## src/rtl/evsync_pkg.sv

```systemverilog
`timescale 1ns/1ps
package evsync_pkg;
    localparam int NLINK    = 4;
    localparam int NCH      = 32;
    localparam int NHDRW    = 4;
    localparam int SMP_W    = 12;
    localparam int TAG_W    = 8;
    localparam int EVN_W    = 16;
    localparam int BX_W     = 12;
    localparam int ERRC_W   = 8;
    localparam int SKEW_LIM = 2;

    typedef struct packed {
        logic [EVN_W-1:0]  evt_num;
        logic [BX_W-1:0]   bunch;
        logic [TAG_W-1:0]  tag;
        logic [ERRC_W-1:0] err_cnt;
        logic              tag_err;
        logic              skew_err;
    } evhdr_t;

    localparam int OUT_W = $bits(evhdr_t);

    typedef enum logic [1:0] {
        ST_COLLECT = 2'd0,
        ST_HEAD    = 2'd1,
        ST_BODY    = 2'd2
    } evst_t;

    function automatic logic [ERRC_W-1:0] sat_inc(input logic [ERRC_W-1:0] v);
        return (&v) ? v : v + ERRC_W'(1);
    endfunction
endpackage

```

## src/rtl/evsync_link_rx.sv

```systemverilog
`timescale 1ns/1ps
module evsync_link_rx #(
    parameter int DW    = 12,
    parameter int TW    = 8,
    parameter int HDRW  = 4,
    parameter int CH    = 32,
    localparam int FW   = HDRW + CH,
    localparam int CW   = $clog2(FW + 1),
    localparam int AW   = $clog2(CH)
) (
    input  logic          clk,
    input  logic          rst,
    input  logic          sof,
    input  logic          vld,
    input  logic [DW-1:0] word,
    input  logic          release_i,
    input  logic [AW-1:0] rd_addr,
    output logic [DW-1:0] rd_data,
    output logic [TW-1:0] tag,
    output logic          started,
    output logic          done,
    output logic          sof_acc
);
    logic          busy;
    logic [CW-1:0] wcnt;
    logic [CW-1:0] woff;
    logic [DW-1:0] mem [CH];

    assign sof_acc = sof & vld & ~busy & ~done;
    assign started = busy | done;
    assign woff    = wcnt - CW'(HDRW);
    assign rd_data = mem[rd_addr];

    always_ff @(posedge clk) begin
        if (rst) begin
            busy <= 1'b0;
            done <= 1'b0;
            wcnt <= '0;
            tag  <= '0;
        end else if (release_i) begin
            done <= 1'b0;
        end else if (sof_acc) begin
            busy <= 1'b1;
            wcnt <= CW'(1);
            tag  <= word[TW-1:0];
        end else if (busy && vld) begin
            wcnt <= wcnt + CW'(1);
            if (wcnt == CW'(FW - 1)) begin
                busy <= 1'b0;
                done <= 1'b1;
            end
        end
    end

    always_ff @(posedge clk) begin
        if (busy && vld && (wcnt >= CW'(HDRW)))
            mem[woff[AW-1:0]] <= word;
    end

    AST_TAG_HELD: assert property (@(posedge clk) disable iff (rst)
        (done && !release_i) |=> $stable(tag));

    AST_NO_RESTART: assert property (@(posedge clk) disable iff (rst)
        (busy && vld && sof && wcnt != CW'(FW - 1)) |=> (busy && wcnt == $past(wcnt) + CW'(1)));
endmodule

```

## src/rtl/evsync_skew_mon.sv

```systemverilog
`timescale 1ns/1ps
module evsync_skew_mon #(
    parameter int LINKS = 4,
    parameter int LIM   = 2,
    localparam int SW   = $clog2(LIM + 2)
) (
    input  logic             clk,
    input  logic             rst,
    input  logic             clear,
    input  logic [LINKS-1:0] sof_acc,
    output logic             skew_err
);
    logic          active;
    logic [SW-1:0] lag;

    always_ff @(posedge clk) begin
        if (rst || clear) begin
            active   <= 1'b0;
            lag      <= '0;
            skew_err <= 1'b0;
        end else if (!active) begin
            if (|sof_acc) begin
                active <= 1'b1;
                lag    <= SW'(1);
            end
        end else begin
            if (lag <= SW'(LIM))
                lag <= lag + SW'(1);
            if ((|sof_acc) && (lag > SW'(LIM)))
                skew_err <= 1'b1;
        end
    end

    AST_SKEW_STICKY: assert property (@(posedge clk) disable iff (rst)
        (skew_err && !clear) |=> skew_err);

    AST_SKEW_WINDOW: assert property (@(posedge clk) disable iff (rst)
        (!skew_err && active && lag <= SW'(LIM) && !clear) |=> !skew_err);
endmodule

```

## src/rtl/evsync_top.sv

```systemverilog
`timescale 1ns/1ps
module evsync_top
    import evsync_pkg::*;
#(
    parameter int LINKS    = NLINK,
    parameter int CH       = NCH,
    parameter int HDRW     = NHDRW,
    parameter int DW       = SMP_W,
    parameter int MAX_SKEW = SKEW_LIM,
    localparam int IDX_W   = $clog2(LINKS * CH),
    localparam int CH_AW   = $clog2(CH)
) (
    input  logic                  clk,
    input  logic                  rst,
    input  logic [LINKS-1:0]      link_sof,
    input  logic [LINKS-1:0]      link_vld,
    input  logic [LINKS*DW-1:0]   link_word,
    input  logic [BX_W-1:0]       bunch_in,
    input  logic                  cnt_clr,
    output logic                  out_valid,
    output logic                  out_hdr,
    output logic [OUT_W-1:0]      out_data
);
    logic [TAG_W-1:0]  tag_a [LINKS];
    logic [DW-1:0]     rd_a  [LINKS];
    logic [LINKS-1:0]  started, done, sof_acc;
    logic              skew_err, tag_mis, release_ev, all_done;

    evst_t             st;
    logic [IDX_W-1:0]  idx;
    logic [EVN_W-1:0]  evt_num_q;
    logic [BX_W-1:0]   bunch_q;
    logic [TAG_W-1:0]  tag0_q;
    logic [ERRC_W-1:0] err_cnt_q;
    logic              tag_err_q, skew_q;
    evhdr_t            hdr;

    for (genvar g = 0; g < LINKS; g++) begin : g_link
        evsync_link_rx #(.DW(DW), .TW(TAG_W), .HDRW(HDRW), .CH(CH)) i_rx (
            .clk       (clk),
            .rst       (rst),
            .sof       (link_sof[g]),
            .vld       (link_vld[g]),
            .word      (link_word[g*DW +: DW]),
            .release_i (release_ev),
            .rd_addr   (idx[CH_AW-1:0]),
            .rd_data   (rd_a[g]),
            .tag       (tag_a[g]),
            .started   (started[g]),
            .done      (done[g]),
            .sof_acc   (sof_acc[g])
        );
    end

    evsync_skew_mon #(.LINKS(LINKS), .LIM(MAX_SKEW)) i_skew (
        .clk      (clk),
        .rst      (rst),
        .clear    (release_ev),
        .sof_acc  (sof_acc),
        .skew_err (skew_err)
    );

    always_comb begin
        tag_mis = 1'b0;
        for (int i = 1; i < LINKS; i++)
            if (tag_a[i] != tag_a[0]) tag_mis = 1'b1;
    end

    assign all_done   = &done;
    assign release_ev = (st == ST_BODY) && (idx == IDX_W'(LINKS * CH - 1));

    always_ff @(posedge clk) begin
        if (rst) begin
            st        <= ST_COLLECT;
            idx       <= '0;
            evt_num_q <= '0;
            bunch_q   <= '0;
            tag0_q    <= '0;
            tag_err_q <= 1'b0;
            skew_q    <= 1'b0;
        end else begin
            if ((st == ST_COLLECT) && !(|started) && (|sof_acc))
                bunch_q <= bunch_in;
            case (st)
                ST_COLLECT: if (all_done) begin
                    tag_err_q <= tag_mis;
                    skew_q    <= skew_err;
                    tag0_q    <= tag_a[0];
                    st        <= ST_HEAD;
                end
                ST_HEAD: begin
                    idx <= '0;
                    st  <= ST_BODY;
                end
                ST_BODY: begin
                    idx <= idx + IDX_W'(1);
                    if (release_ev) begin
                        st        <= ST_COLLECT;
                        evt_num_q <= evt_num_q + EVN_W'(1);
                    end
                end
                default: st <= ST_COLLECT;
            endcase
        end
    end

    always_ff @(posedge clk) begin
        if (rst || cnt_clr)
            err_cnt_q <= '0;
        else if ((st == ST_COLLECT) && all_done && tag_mis)
            err_cnt_q <= sat_inc(err_cnt_q);
    end

    always_comb begin
        hdr.evt_num  = evt_num_q;
        hdr.bunch    = bunch_q;
        hdr.tag      = tag0_q;
        hdr.err_cnt  = err_cnt_q;
        hdr.tag_err  = tag_err_q;
        hdr.skew_err = skew_q;
    end

    assign out_valid = (st == ST_HEAD) || (st == ST_BODY);
    assign out_hdr   = (st == ST_HEAD);
    assign out_data  = (st == ST_HEAD) ? hdr
                                       : {{(OUT_W - DW){1'b0}}, rd_a[idx[IDX_W-1:CH_AW]]};

    AST_ERRCNT_SAT: assert property (@(posedge clk) disable iff (rst)
        (err_cnt_q == '1 && !cnt_clr) |=> err_cnt_q == '1);

    AST_ERRCNT_CLR: assert property (@(posedge clk) disable iff (rst)
        cnt_clr |=> err_cnt_q == '0);

    AST_EVN_STEP: assert property (@(posedge clk) disable iff (rst)
        !$stable(evt_num_q) |-> evt_num_q == $past(evt_num_q) + EVN_W'(1));

    AST_HDR_THEN_DATA: assert property (@(posedge clk) disable iff (rst)
        out_hdr |=> (out_valid && !out_hdr));
endmodule

```

## config.mk

```make
export PLATFORM = sky130hd
export DESIGN_NAME = evsync_top
export DESIGN_NICKNAME = d
export VERILOG_FILES = /design/src/rtl/evsync_pkg.sv /design/src/rtl/evsync_link_rx.sv /design/src/rtl/evsync_skew_mon.sv /design/src/rtl/evsync_top.sv
export SDC_FILE = /design/constraint.sdc
export NUM_CORES = 2
export LEC_CHECK = 0
export CORE_UTILIZATION = 47
export DETAILED_ROUTE_END_ITERATION = 8
export PLACE_DENSITY = 0.62
export SYNTH_ARGS = -nofsm -noshare
export SYNTH_HDL_FRONTEND = slang
export SYNTH_SLANG_ARGS = --single-unit
export TNS_END_PERCENT = 10
```

## constraint.sdc

```tcl
create_clock -name clk -period 7.6 [get_ports clk]
set_input_delay 1.14 -clock clk [delete_from_list [all_inputs] [get_ports clk]]
set_output_delay 1.14 -clock clk [all_outputs]
set_load 0.01 [all_outputs]
```

==> impl.org <==
** Detailed routing
- Before antenna repair, the detailed router went through 6 iterations.
- Detailed routing inserted a total of 33,500 vias.
- After detailed routing, the number of vias per cell comes to 5.81.
- DRC violation count after routing :: 0
- In this run the remaining antenna-violating nets after routing total 0.
- After detailed routing, the average wire length per cell comes to 27.0 um.
- For this block, the routed nets add up to 156,000 um of wire.
- In this run, the number of DRC markers left after iteration 0 of detailed routing was 3,514.

** Logic synthesis
- For this run, the number of Yosys warnings is 0.
- The cell count after synthesis came out at 3,467.
- The synthesized netlist occupies a cell area of 65,700 um^2.
- Seq/Total Area, Yosys :: 74.1%
- In this run, synthesis produced a sequential element count of 1,664.
- Mapped Nets :: 3,578
- Post-synth EDFFs :: 1,536
- Synthesis instantiated 58 different standard cells from the library.
- Average size of a mapped cell :: 18.9 um^2
- Dominant synthesized flop cell :: sky130_fd_sc_hd__edfxtp_1
- Of all flip-flops after synthesis, the portion carrying an async set or reset was 0%.

** Clock network
- The later pin in the worst-skew pair is clocked with a latency of 0.80 ns.
- Number of sinks handled by clock tree synthesis :: 1,664
- After clock tree synthesis, the setup repair step added 0 buffers.
- In this run the clock root is driven by a sky130_fd_sc_hd__clkbuf_16.
- In this run, post-CTS hold repair placed 0 buffers.
- Maximum buffer depth of the clock tree :: 3
- Clock tree from TritonCTS :: yes
- CTS HTree Levels :: 4
- Clock transition at the register clock pins on the worst setup and hold paths after CTS :: 0.06 ns
- CTS Buf Count :: 167
- Post-CTS repair changed the size of 0 cells.

** Setup path
- Arrival @ worst endpoint :: 5.63 ns
- Grouping stages by cell kind, the critical path spends the most delay in buffers and inverters.
- Kind of critical path :: reg -> out
- In this run the worst path has a maximum fanout of 32.
- Worst-path cell chain :: buf_4, buf_4, mux4_2, a22oi_1, nand2_1, a221oi_1, a221oi_1, clkdlybuf4s50_1
- STA puts the critical path data required time at 6.46 ns.
- The largest single stage delay on the critical path is 0.88 ns.
- Kind of launch point of the worst setup path :: register
- The worst setup path is captured at an output port.
- Counting both buffers and inverters, the worst setup path holds a total of 3.
- Slowest cell on crit path :: sky130_fd_sc_hd__a221oi_1

** Final layout
- Compared with the post-synthesis result, the final layout area differs by 14.4%.
- Fraction of layout instances using a drive strength above 1 :: 20.7%
- Highest-count cells in the layout ignoring fill and taps :: sky130_fd_sc_hd__edfxtp_1, sky130_fd_sc_hd__mux4_2, sky130_fd_sc_hd__nor2_1
- For this run, the share of the core covered by cells in the final layout is 54.5%.
- Counting the fill cells in the layout gives 10,600.
- Total Nets Final :: 3,877
- Leaving out fill and tap cells, the most frequent cell in the layout is sky130_fd_sc_hd__edfxtp_1.

** Floorplanning
- Number of placed I/O pins :: 119
- After floorplanning, the core was divided into 136 placement rows.
- Initial standard-cell utilization of the core :: 47.6%
- Core Area :: 138,000 um^2
- The floorplan step defined a die boundary enclosing 141,000 um^2.
- Measured along the x axis, the die boundary spans 376 um.
- Y dimension of the die :: 376 um

** Timing
- Setup violations remaining at the end of the flow were counted as 0.
- For the pin with the worst max-slew slack, the measured transition is 1.33 ns.
- Relative slew slack :: 11.5%
- Final min period :: 6.77 ns
- Number of failing hold endpoints at the final stage :: 0
- Number of max-slew violations in the final report :: 0
- Final setup TNS :: 0 ns
- After layout, the worst path uses 89.0% of the clock period.
- Max Fclk :: 148 MHz
- Setup repair after global routing missed its margin :: no
- Clock Skew :: 0.0249 ns

** Placement
- Half-perimeter wire length after placement :: 96,900 um
- Quantity of I/O buffers inserted on ports :: 118
- Global placement routability congestion :: 0.917

** Pwr
- In this run the static leakage power is 23.4 nW.
- After layout, the design draws a total of 18.7 mW.
- Total power divided by cell area :: 249 nW/um^2
- IR analysis of the VDD net gives a maximum drop of 0.000213 V.

** Global route
- Number of antenna violations at the first check in global routing :: 6
- The first global-routing pass estimated 229,000 um of wire.
- Pin count of the biggest net entering global routing :: 77
- For this run, the total global-route usage over all layers was measured as 22.3%.
- The via count of the first global-routing pass came to 33,400.
- Congestion Overflow GR :: 0

** Job
- The tool flagged a number of max-cap violations equal to 0.

** Status
- The run finished with clean final reports.

** Hold path
- The path class of the tightest hold or removal check is reg -> reg.
-- sequential cells by signal, summed over array words and instances (netlist names), named ones only --
| name | count |
|---|---|
| st | 2 |
| idx | 7 |
| tag0_q | 8 |
| skew_q | 1 |
| g_link.i_rx.tag | 32 |
| tag_err_q | 1 |
| g_link.i_rx.wcnt | 24 |
| bunch_q | 12 |
| i_skew.active | 1 |
| g_link.i_rx.mem | 1536 |
| g_link.i_rx.busy | 4 |
| i_skew.lag | 2 |
| err_cnt_q | 8 |
| i_skew.skew_err | 1 |
| evt_num_q | 16 |
| g_link.i_rx.done | 4 |
-- cell families (layout without fill, tap and decap cells) --
group           after synthesis  in the layout  share of synthesized area (%)
compound gates              329            329                           3.59
fa+ha+maj                    40             40                          0.762
mux                         501            501                           14.4
xor+xnor                     46             46                          0.613
flops                      1664           1664                           74.1
buf+inv                     214            656                           1.80
simple gates                673            673                           4.72
other cells                   0              1                              0
-- synth_stat cells (35+ instances only) --
master | count | area (um^2)
sky130_fd_sc_hd__o21ai_0 | 42 | 210
sky130_fd_sc_hd__edfxtp_1 | 1536 | 46100
sky130_fd_sc_hd__a221oi_1 | 39 | 342
sky130_fd_sc_hd__ha_1 | 40 | 500
sky130_fd_sc_hd__mux4_2 | 321 | 7230
sky130_fd_sc_hd__a21oi_1 | 35 | 175
sky130_fd_sc_hd__dfxtp_1 | 128 | 2560
sky130_fd_sc_hd__buf_2 | 58 | 290
sky130_fd_sc_hd__a22oi_1 | 80 | 601
sky130_fd_sc_hd__o22ai_1 | 39 | 244
sky130_fd_sc_hd__nor2_1 | 290 | 1090
sky130_fd_sc_hd__inv_1 | 38 | 143
sky130_fd_sc_hd__nand2_1 | 147 | 552
sky130_fd_sc_hd__clkbuf_1 | 63 | 236
sky130_fd_sc_hd__nor2b_1 | 45 | 282
sky130_fd_sc_hd__mux2i_1 | 131 | 1310
sky130_fd_sc_hd__and2_1 | 43 | 269
-- worst paths after layout --
check,startpoint,slack [ns],cells after the start,end
max,register,0.83,8,out_data[0]
min,tag_err_q,0.46,2,tag_err_q
max reg2reg,idx[0],4.43,7,g_link[0].i_rx.wcnt[5]
min reg2reg,tag_err_q,0.46,2,tag_err_q
-- final cells by class --
cell class | instances | area, um^2 | area share (%)
flip-flops and latches | 1664 | 48700 | 64.8
multi-input cells | 1589 | 15900 | 21.1
clock buffers | 230 | 4620 | 6.14
repair buffers | 306 | 2730 | 3.63
well taps | 1863 | 2330 | 3.10
clock inverters | 82 | 798 | 1.06
inverters | 38 | 143 | 0.190
diodes | 1 | 2.50 | 0.00333
-- power breakdown --
group          switching (mW)  internal [mW]  leakage [nW]
sequential             0.0214           10.0          14.8
clock                    3.43           4.71          2.66
combinational           0.391          0.182          5.88
total                    3.85           14.9          23.4
-- worst min-delay path, cell delays in order (launching register included) --
cell and delay, ns:
sky130_fd_sc_hd__dfxtp_1 0.31, sky130_fd_sc_hd__nand2_1 0.05, sky130_fd_sc_hd__a21oi_1 0.05
-- metrics by stage --
stage                     cell area (um^2)  hold slack [ns]  setup slack, ns  cells
final                                75200            0.464            0.835   5773
after global routing                 75200            0.474            0.680   5772
after detailed placement             69800            0.450             1.77   5460
after global placement               69800            0.452             1.78   5460
after CTS                            75200            0.459            0.820   5772
after floorplan                      65700            0.436             4.36   3467
-- metal layers --
layer / share of wire, % / GRT usage, % / wire length (um)
met1: 43 / 31.8 / 66700
met2: 47 / 35.0 / 73700
met3: 6.9 / 3.74 / 10700
met4: 3.0 / 7.73 / 4720
met5: 0.018 / 0 / 28
No activity file was read; power rests on OpenSTA's default activity.
